### config.mk
export PLATFORM = sky130hd
export DESIGN_NAME = sqwint_ctrl
export DESIGN_NICKNAME = d
export VERILOG_FILES = /design/src/rtl/sqwint_pkg.sv /design/src/rtl/sqwint_regs.sv /design/src/rtl/sqwint_div.sv /design/src/rtl/sqwint_chg.sv /design/src/rtl/sqwint_ctrl.sv
export SDC_FILE = /design/constraint.sdc
export NUM_CORES = 1
export LEC_CHECK = 0
export ABC_AREA = 1
export BUFFER_PORTS_ARGS = -buffer_cell sky130_fd_sc_hd__buf_2
export CAP_MARGIN = 5
export CORE_MARGIN = 3
export CORE_UTILIZATION = 50
export DETAILED_ROUTE_END_ITERATION = 8
export PLACE_DENSITY = 0.76
export SETUP_SLACK_MARGIN = 0.2
export SYNTH_ARGS = -nofsm -noshare
export SYNTH_HDL_FRONTEND = slang
export SYNTH_HIERARCHICAL = 1
export SYNTH_SLANG_ARGS = --single-unit
### constraint.sdc
create_clock -name clk -period 1.2 [get_ports clk]
set_clock_uncertainty 0.05 [all_clocks]
set_input_delay 0 -clock clk [delete_from_list [all_inputs] [get_ports clk]]
set_output_delay 0 -clock clk [all_outputs]
set_load 0.02 [all_outputs]
### src/rtl/sqwint_pkg.sv
package sqwint_pkg;

   typedef enum logic [1:0] {
      SEL_CTRL = 2'd0,
      SEL_STAT = 2'd1,
      SEL_CHG  = 2'd2
   } reg_sel_e;

   typedef struct packed {
      logic       osc_off_bat;
      logic       bat_out_en;
      logic [1:0] rate;
      logic       int_mode;
      logic       alarm_ie;
   } ctrl_t;

   typedef struct packed {
      logic       en;
      logic       diode;
      logic [1:0] res;
   } chg_t;

   localparam logic [3:0] CHG_KEY    = 4'b1010;
   localparam logic [1:0] RATE_RESET = 2'b11;

endpackage

### src/rtl/sqwint_regs.sv
module sqwint_regs
   import sqwint_pkg::*;
#(
   parameter int DATA_W = 8
) (
   input  logic              clk,
   input  logic              rst_n,
   input  logic [1:0]        reg_addr,
   input  logic              reg_wr,
   input  logic [DATA_W-1:0] reg_wdata,
   output logic [DATA_W-1:0] reg_rdata,
   input  logic              osc_run,
   input  logic              alarm_hit,
   output ctrl_t             ctrl,
   output logic              osf,
   output logic              af,
   output logic [DATA_W-1:0] chg_byte
);

   localparam int MSB = DATA_W - 1;

   if (DATA_W != 8) begin : g_bad_width
      $error("sqwint_regs: DATA_W must be 8");
   end

   logic run_q;
   logic wr_ctrl, wr_stat, wr_chg;

   assign wr_ctrl = reg_wr && (reg_addr == SEL_CTRL);
   assign wr_stat = reg_wr && (reg_addr == SEL_STAT);
   assign wr_chg  = reg_wr && (reg_addr == SEL_CHG);

   always_ff @(posedge clk or negedge rst_n) begin
      if (!rst_n) begin
         ctrl     <= '{osc_off_bat: 1'b0, bat_out_en: 1'b0, rate: RATE_RESET,
                       int_mode: 1'b0, alarm_ie: 1'b0};
         chg_byte <= '0;
         run_q    <= 1'b0;
         osf      <= 1'b1;
         af       <= 1'b0;
      end else begin
         run_q <= osc_run;
         if (wr_ctrl) begin
            ctrl.osc_off_bat <= reg_wdata[7];
            ctrl.bat_out_en  <= reg_wdata[5];
            ctrl.rate        <= reg_wdata[4:3];
            ctrl.int_mode    <= reg_wdata[2];
            ctrl.alarm_ie    <= reg_wdata[0];
         end
         if (wr_chg)
            chg_byte <= reg_wdata;
         if (run_q && !osc_run)
            osf <= 1'b1;
         else if (wr_stat && !reg_wdata[MSB])
            osf <= 1'b0;
         if (alarm_hit)
            af <= 1'b1;
         else if (wr_stat && !reg_wdata[0])
            af <= 1'b0;
      end
   end

   always_comb begin
      reg_rdata = '0;
      case (reg_addr)
         SEL_CTRL: reg_rdata = {ctrl.osc_off_bat, 1'b0, ctrl.bat_out_en,
                                ctrl.rate, ctrl.int_mode, 1'b0, ctrl.alarm_ie};
         SEL_STAT: reg_rdata = {osf, 6'b0, af};
         SEL_CHG:  reg_rdata = chg_byte;
         default:  reg_rdata = '0;
      endcase
   end


   osf_on_stop_chk: assert property (@(posedge clk) disable iff (!rst_n)
      $fell(osc_run) |=> osf);


   af_only_by_hit_chk: assert property (@(posedge clk) disable iff (!rst_n)
      $rose(af) |-> $past(alarm_hit));


   af_set_wins_chk: assert property (@(posedge clk) disable iff (!rst_n)
      alarm_hit |=> af);

endmodule

### src/rtl/sqwint_div.sv
module sqwint_div #(
   parameter int CNT_W = 16
) (
   input  logic       clk,
   input  logic       rst_n,
   input  logic       tick,
   input  logic       run,
   input  logic [1:0] rate,
   output logic       sq
);

   localparam int TAP_FULL = 0;
   localparam int TAP_QTR  = 2;
   localparam int TAP_8TH  = 3;
   localparam int TAP_SLOW = CNT_W - 1;

   if (CNT_W < 5) begin : g_bad_cnt
      $error("sqwint_div: CNT_W must be at least 5");
   end

   logic [CNT_W-1:0] cnt;

   always_ff @(posedge clk or negedge rst_n) begin
      if (!rst_n)
         cnt <= '0;
      else if (tick && run)
         cnt <= cnt + 1'b1;
   end

   always_comb begin
      unique case (rate)
         2'b11:   sq = cnt[TAP_FULL];
         2'b10:   sq = cnt[TAP_QTR];
         2'b01:   sq = cnt[TAP_8TH];
         default: sq = cnt[TAP_SLOW];
      endcase
   end


   div_hold_chk: assert property (@(posedge clk) disable iff (!rst_n)
      !(tick && run) |=> $stable(cnt));

endmodule

### src/rtl/sqwint_chg.sv
module sqwint_chg
   import sqwint_pkg::*;
#(
   parameter int DATA_W = 8
) (
   input  logic [DATA_W-1:0] chg_byte,
   output chg_t              chg
);

   localparam int KEY_LO = DATA_W - 4;

   if (DATA_W != 8) begin : g_bad_width
      $error("sqwint_chg: DATA_W must be 8");
   end

   logic key_ok, diode_ok, res_ok;

   assign key_ok   = chg_byte[DATA_W-1:KEY_LO] == CHG_KEY;
   assign diode_ok = chg_byte[3:2] == 2'b01 || chg_byte[3:2] == 2'b10;
   assign res_ok   = chg_byte[1:0] != 2'b00;

   always_comb begin
      chg.en    = key_ok && diode_ok && res_ok;
      chg.diode = chg.en && chg_byte[3];
      chg.res   = chg.en ? chg_byte[1:0] : 2'b00;
   end

   always_comb begin

      chg_off_clean_chk: assert (chg.en || (chg.res == 2'b00 && !chg.diode));
   end

endmodule

### src/rtl/sqwint_ctrl.sv
module sqwint_ctrl
   import sqwint_pkg::*;
#(
   parameter int DATA_W  = 8,
   parameter int CNT_W   = 16,
   parameter bit REG_PIN = 1'b0
) (
   input  logic              clk,
   input  logic              rst_n,
   input  logic [1:0]        reg_addr,
   input  logic              reg_wr,
   input  logic [DATA_W-1:0] reg_wdata,
   output logic [DATA_W-1:0] reg_rdata,
   input  logic              osc_tick,
   input  logic              osc_run,
   input  logic              supply_ok,
   input  logic              alarm_hit,
   output logic              pin_val,
   output logic              pin_oe,
   output logic              irq_level,
   output logic              osc_halt,
   output logic              chg_en,
   output logic              chg_diode,
   output logic [1:0]        chg_res
);

   ctrl_t             ctrl;
   chg_t              chg;
   logic              osf, af, sq, pin_next;
   logic [DATA_W-1:0] chg_byte;

   sqwint_regs #(.DATA_W(DATA_W)) regs_i (
      .clk       (clk),
      .rst_n     (rst_n),
      .reg_addr  (reg_addr),
      .reg_wr    (reg_wr),
      .reg_wdata (reg_wdata),
      .reg_rdata (reg_rdata),
      .osc_run   (osc_run),
      .alarm_hit (alarm_hit),
      .ctrl      (ctrl),
      .osf       (osf),
      .af        (af),
      .chg_byte  (chg_byte)
   );

   sqwint_div #(.CNT_W(CNT_W)) div_i (
      .clk   (clk),
      .rst_n (rst_n),
      .tick  (osc_tick),
      .run   (osc_run),
      .rate  (ctrl.rate),
      .sq    (sq)
   );

   sqwint_chg #(.DATA_W(DATA_W)) chg_i (
      .chg_byte (chg_byte),
      .chg      (chg)
   );

   assign irq_level = af && ctrl.alarm_ie;
   assign pin_next  = ctrl.int_mode ? irq_level : (osc_run && sq);
   assign pin_oe    = supply_ok || ctrl.bat_out_en;
   assign osc_halt  = ctrl.osc_off_bat && !supply_ok;
   assign chg_en    = chg.en;
   assign chg_diode = chg.diode;
   assign chg_res   = chg.res;

   if (REG_PIN) begin : g_pin_flop
      logic pin_q;
      always_ff @(posedge clk or negedge rst_n) begin
         if (!rst_n)
            pin_q <= 1'b0;
         else
            pin_q <= pin_next;
      end
      assign pin_val = pin_q;
   end else begin : g_pin_comb
      assign pin_val = pin_next;


      pin_irq_chk: assert property (@(posedge clk) disable iff (!rst_n)
         ctrl.int_mode |-> pin_val == irq_level);


      pin_quiet_chk: assert property (@(posedge clk) disable iff (!rst_n)
         (!ctrl.int_mode && !osc_run) |-> !pin_val);
   end


   oe_supply_chk: assert property (@(posedge clk) disable iff (!rst_n)
      !pin_oe |-> !supply_ok);


   halt_bat_chk: assert property (@(posedge clk) disable iff (!rst_n)
      osc_halt |-> !pin_oe || ctrl.bat_out_en);

endmodule

Word-level counts from Yosys, hierarchy flattened
Index checks and enable logic that the tools add are counted.
{"block": "op_classes", "reduce_logical": 23, "n_mux": 8, "add_sub_neg": 1, "n_eq_ne": 8}
{"op": "$pmux 8 s3", "n": 1}
{"op": "$add 16x1->16 const B", "n": 1}
{"op": "$logic_and 1x1->1", "n": 13}
{"op": "$eq 2x2->1 const B", "n": 4}
{"op": "$eq 2x1->1 const B", "n": 3}
{"op": "$reduce_bool 2->1", "n": 3}
{"op": "$mux 1", "n": 5}
{"op": "$eq 4x4->1 const B", "n": 1}
{"op": "$logic_not 1->1", "n": 4}
{"op": "$pmux 1 s3", "n": 1}
{"op": "$logic_not 2->1", "n": 1}
{"op": "$logic_or 1x1->1", "n": 2}
{"op": "$mux 2", "n": 1}
{"block": "totals", "in_bits": 17, "register_bits": 33, "word_cells": 50, "out_inout_bits": 16}

Logic depth before layout (Yosys ltp)
{"block": "depth", "depth_word": 5, "ltp_mapped": 9, "ltp_nobuf": 9}

Cells and area by module
Netlist, hierarchy kept.
{"module": "sqwint_div", "cells_per_inst": 113, "area_per_inst_um2": 879.6, "instances": 1, "seq_area_each_um2": 400.4}
{"module": "sqwint_regs", "cells_per_inst": 94, "area_per_inst_um2": 825.8, "instances": 1, "seq_area_each_um2": 429.2}
{"module": "sqwint_chg", "cells_per_inst": 16, "area_per_inst_um2": 70.1, "instances": 1, "seq_area_each_um2": 0.0}
{"module": "sqwint_ctrl", "cells_per_inst": 9, "area_per_inst_um2": 38.8, "instances": 1, "seq_area_each_um2": 0.0}

Worst setup path before layout
No wires, ideal clock.
{"block": "synth_path", "kind": "reg-to-reg", "from": "register div_i.cnt[0]", "to": "register div_i.cnt[8]", "arrival_time_ns": 1.031, "period_less_slack_ns": 1.204, "required_time_ns": 1.027, "path_buffers": 0, "setup_time_ns": 0.123, "path_stages_with_launch": 6, "setup_slack_ns": -0.004, "path_cell_list": "dfrtp_1 > ha_1 > nand3_1 > nor3_2 > nand2_1 > xnor2_1"}
{"block": "synth_between", "elab_chain_len": 1}
{"element": "start: declaration", "line": "sqwint_div.sv:21", "source": "logic [CNT_W-1:0] cnt;"}
{"element": "start signal: assignment", "line": "sqwint_div.sv:27", "source": "cnt <= cnt + 1'b1;"}
{"element": "$add 16x1->16", "line": "sqwint_div.sv:27"}
Every way passes these cells.
A chain may end at the register's enable or synchronous reset.

Final worst setup path
{"block": "layout_path", "from": "register, netlist name regs_i/ctrl[2]", "to": "output pin_val"}
{"block": "layout_between", "elab_chain_len": 4, "elab_cells_between_ends": 6, "classes_between": "eq/ne: 3; mux: 2; reduce/logical: 1"}
{"element": "$eq 2x1->1 or $eq 2x2->1 (tied branches)", "line": "sqwint_div.sv:31", "source": "unique case (rate)"}
{"element": "$pmux 1 s3 (*)", "line": "sqwint_div.sv:31"}
{"element": "named net sq", "line": "sqwint_ctrl.sv:29", "source": "logic osf, af, sq, pin_next;"}
{"element": "$logic_and 1x1->1 (*)", "line": "sqwint_ctrl.sv:62", "source": "assign pin_next = ctrl.int_mode ? irq_level : (osc_run && sq);"}
{"element": "$mux 1 (*)", "line": "sqwint_ctrl.sv:62"}
{"element": "end: declaration", "line": "sqwint_ctrl.sv:18", "source": "output logic pin_val,"}
Mark *: on every way through the listed nets, which the timed path passes. The rest lies on a longest branch.

==> out/results.tsv <==
stage	metric	value	unit
placed_design	portBuffers	32	
floorplanning	pin_count	33	
placed_design	preCtsSetupSlack	-74.6	ps
setup_path	critPathMaxFanout	5	
worst_hold_path	hold_path_depth	4	
yosys	yosys_warnings	6	
setup_path	rrSetupSlack	-120	ps
routing	drt-pass1-iter-count	4	
floorplanning	die_w	66.2	um
setup_path	cp-end-kind	output port	
cells_and_area	final_common_cell	nand2_1	
yosys	synth_area	1810	um2
clocking	clkTransAtPathRegs	110	ps
routing	via_per_inst	4.85	
clocking	cts_buffers	5	
worst_hold_path	hold_path_class	in -> reg	
floorplanning	rows	21	
yosys	synth_compound_area_frac	0.0703	
yosys	ys_ff_latch	33	
power_and_ir_drop	power	3.36	mW
timing	max_freq	621	MHz
grt	grt_pass1_wl	6920	um
yosys	synth_top_family_by_area	simple AND/OR/NAND/NOR gates	
placed_design	placed_area	2100	um2
timing	maxSlewViolCount	0	
floorplanning	core	3420	um2
setup_path	worst-path-stages	6	
timing	worstMarginPinSlew	425	ps
routing	vias	1697	
clocking	cts_buffer_depth	2	
setup_path	ff2ff_path_depth	6	
yosys	syn_nets	250	
clocking	h-tree-depth	2	
setup_path	cp_cell_sequence	nor2_1 > a211oi_1 > nor2_1 > nand3_1 > nand2_2 > buf_2	
timing	rsz0062_at_grt	yes	
timing	worst_slack	-411	ps
timing	worst_hold_slack	28.0	ps
yosys	synth-simple-area-share	0.327	
placed_design	dpl.cell_count	317	
placed_design	gp_congestion	0.828	
setup_path	required	1150	ps
yosys	ys_seq_area_frac	0.457	
outcome	violations	negative setup slack	
setup_path	critPathBufInv	1	
cells_and_area	area_growth_syn_to_layout	43.6	%
setup_path	cp_slowest_cell	dfstp_2	
routing	drtIter0Drc	65	
timing	period_share	1.34	
cells_and_area	diodes	0	
yosys	yosys.area_share.xor_xnor	0.0434	
job	max_cap_violations	0	
cells_and_area	fillCellCount	234	
routing	wire_per_inst	12.6	um
grt	grt_pass1_vias	1659	
setup_path	critPathTopFamily	flip-flops	
power_and_ir_drop	leakage	1.35	nW
grt	overflow	0	
grt	track_usage	0.208	
cells_and_area	nNetsFinal	321	
setup_path	worstSetupStartpointType	flip-flop	
floorplanning	initial_utilization	0.531	
clocking	clockRootBuffer	clkbuf_4	
clocking	clk-insertion-delay-late	340	ps
cells_and_area	drive_gt1_frac	0.405	
timing	hold_viol_final	0	
yosys	synth.distinct_cells	24	
yosys	synth_cells	232	
yosys	synthMuxAreaShare	0	
timing	period_minus_slack	1610	ps
clocking	cts_tree	done	
power_and_ir_drop	power_density	1290	nW/um2
setup_path	cpPeakStageDelay	600	ps
routing	finalWirelength	4420	um
setup_path	crit_path_frequent_cell	nor2_1	
power_and_ir_drop	ir_worst_vdd	1.22	mV
grt	antenna_found_initial	0	
yosys	syn_area_per_cell	7.82	um2
clocking	cts_num_sinks	33	
grt	grt_max_degree	34	
cells_and_area	final_cell_mix	nand2_1, inv_1, dfrtp_1	
timing	setup_violations	19	
outcome	status	finished, violations left	
setup_path	crit_arrival	1560	ps
setup_path	path_class	reg -> out	
timing	slew_headroom	0.717	
yosys	synthAdderAreaFrac	0.00690	
routing	drc	0	
placed_design	hpwl	2670	um
cells_and_area	design_area	2610	um2
cells_and_area	fin_cells	350	
floorplanning	fp.dieH	66.2	um
routing	antenna_left	0	
floorplanning	die_area	4390	um2
[cell families (layout without fill, tap and decap cells)]
| logic type | after synthesis | after routing |
|---|---|---|
| adders and majority gates | 1 | 1 |
| DFF | 33 | 33 |
| xor gates and xnor gates | 9 | 9 |
| and+or+nand+nor | 131 | 131 |
| AOI/OAI and AO/OA | 16 | 16 |
| buffers and inverters | 42 | 114 |
[worst min-delay path, stage by stage]
cell	delay, ps
buf_2	160
nor2_4	110
nand3_1	70
nand2_1	50
[path summary, 6_finish.rpt]
path	start	to
max	regs_i/ctrl[2]$_DFFE_PN1P_	pin_val
min	reg_addr[0]	regs_i/chg_byte[6]$_DFFE_PN0P_
max reg2reg	div_i/cnt[0]$_DFFE_PN0P_	div_i/cnt[6]$_DFFE_PN0P_
min reg2reg	regs_i/run_q$_DFF_PN0_	regs_i/osf$_DFFE_PN1P_
max in group asynchronous	rst_n	div_i/cnt[1]$_DFFE_PN0P_
min in group asynchronous	rst_n	regs_i/ctrl[4]$_DFFE_PN0P_
[sequential cells by signal, indices dropped and copies added, names as in the netlist]
signal / flops
regs_i/osf: 1
div_i/cnt: 16
regs_i/chg_byte: 8
regs_i/run_q: 1
regs_i/af: 1
regs_i/ctrl: 6
[metal layers]
metal | GRT usage | up-vias | wire length (um)
met1 | 0.226 | 791 | 1810
met3 | 0.0306 | 10 | 176
met4 | 0.0964 | 0 | 88
met2 | 0.392 | 44 | 2340
met5 | 0 | - | 0
li1 | - | 852 | -
[final cells by class]
| class | instances | area, um2 | area share |
|---|---|---|---|
| Tap cell | 46 | 57.6 | 0.0221 |
| Multi-Input combinational cell | 157 | 970 | 0.372 |
| Clock inverter | 2 | 10.0 | 0.00384 |
| Timing Repair Buffer | 66 | 541 | 0.207 |
| Inverter | 40 | 153 | 0.0586 |
| Sequential cell | 33 | 833 | 0.320 |
| Clock buffer | 6 | 41.3 | 0.0159 |
[metrics by stage]
step / utilization / TNS [ps]
after global placement: 0.615 / -64.7
final: 0.763 / -1840
after CTS: 0.728 / -2000
after global routing: 0.763 / -3290
after detailed placement: 0.615 / -338
after floorplan: - / -3.49
[synth_stat cells]
library cell	n	share of area
dfstp_2	3	0.043
dfrtp_1	30	0.41
a21oi_1	1	0.0028
nand2_2	5	0.017
a211oi_1	1	0.0041
nor3_2	1	0.0055
nand4_1	5	0.017
nor2_2	3	0.010
ha_1	1	0.0069
inv_2	1	0.0021
nor2_1	16	0.033
o21ai_2	12	0.058
nand2_1	76	0.16
nor3_1	4	0.011
buf_6	2	0.012
nor2_4	3	0.019
nand3_2	1	0.0055
nand3_1	15	0.041
nand2_4	1	0.0062
inv_1	39	0.081
xnor2_1	2	0.0097
o21ai_0	2	0.0055
xor2_1	7	0.034
or2_1	1	0.0035
[what timing repair did]
| item | in CTS | in global routing |
|---|---|---|
| endpoints found under the hold margin | 50 | 0 |
| hold buffers | 14 | 0 |
| gates resized for setup | 41 | 28 |
| setup buffers | 6 | 5 |
| setup endpoints to repair | 29 | 32 |
| pin swaps | 25 | 19 |
[power breakdown]
part,total [mW],switching (mW),internal [mW]
registers,1.54,0.234,1.31
clock network,0.609,0.386,0.223
logic,1.21,0.610,0.596
total,3.36,1.23,2.13
(Power assumes the default switching activity.)
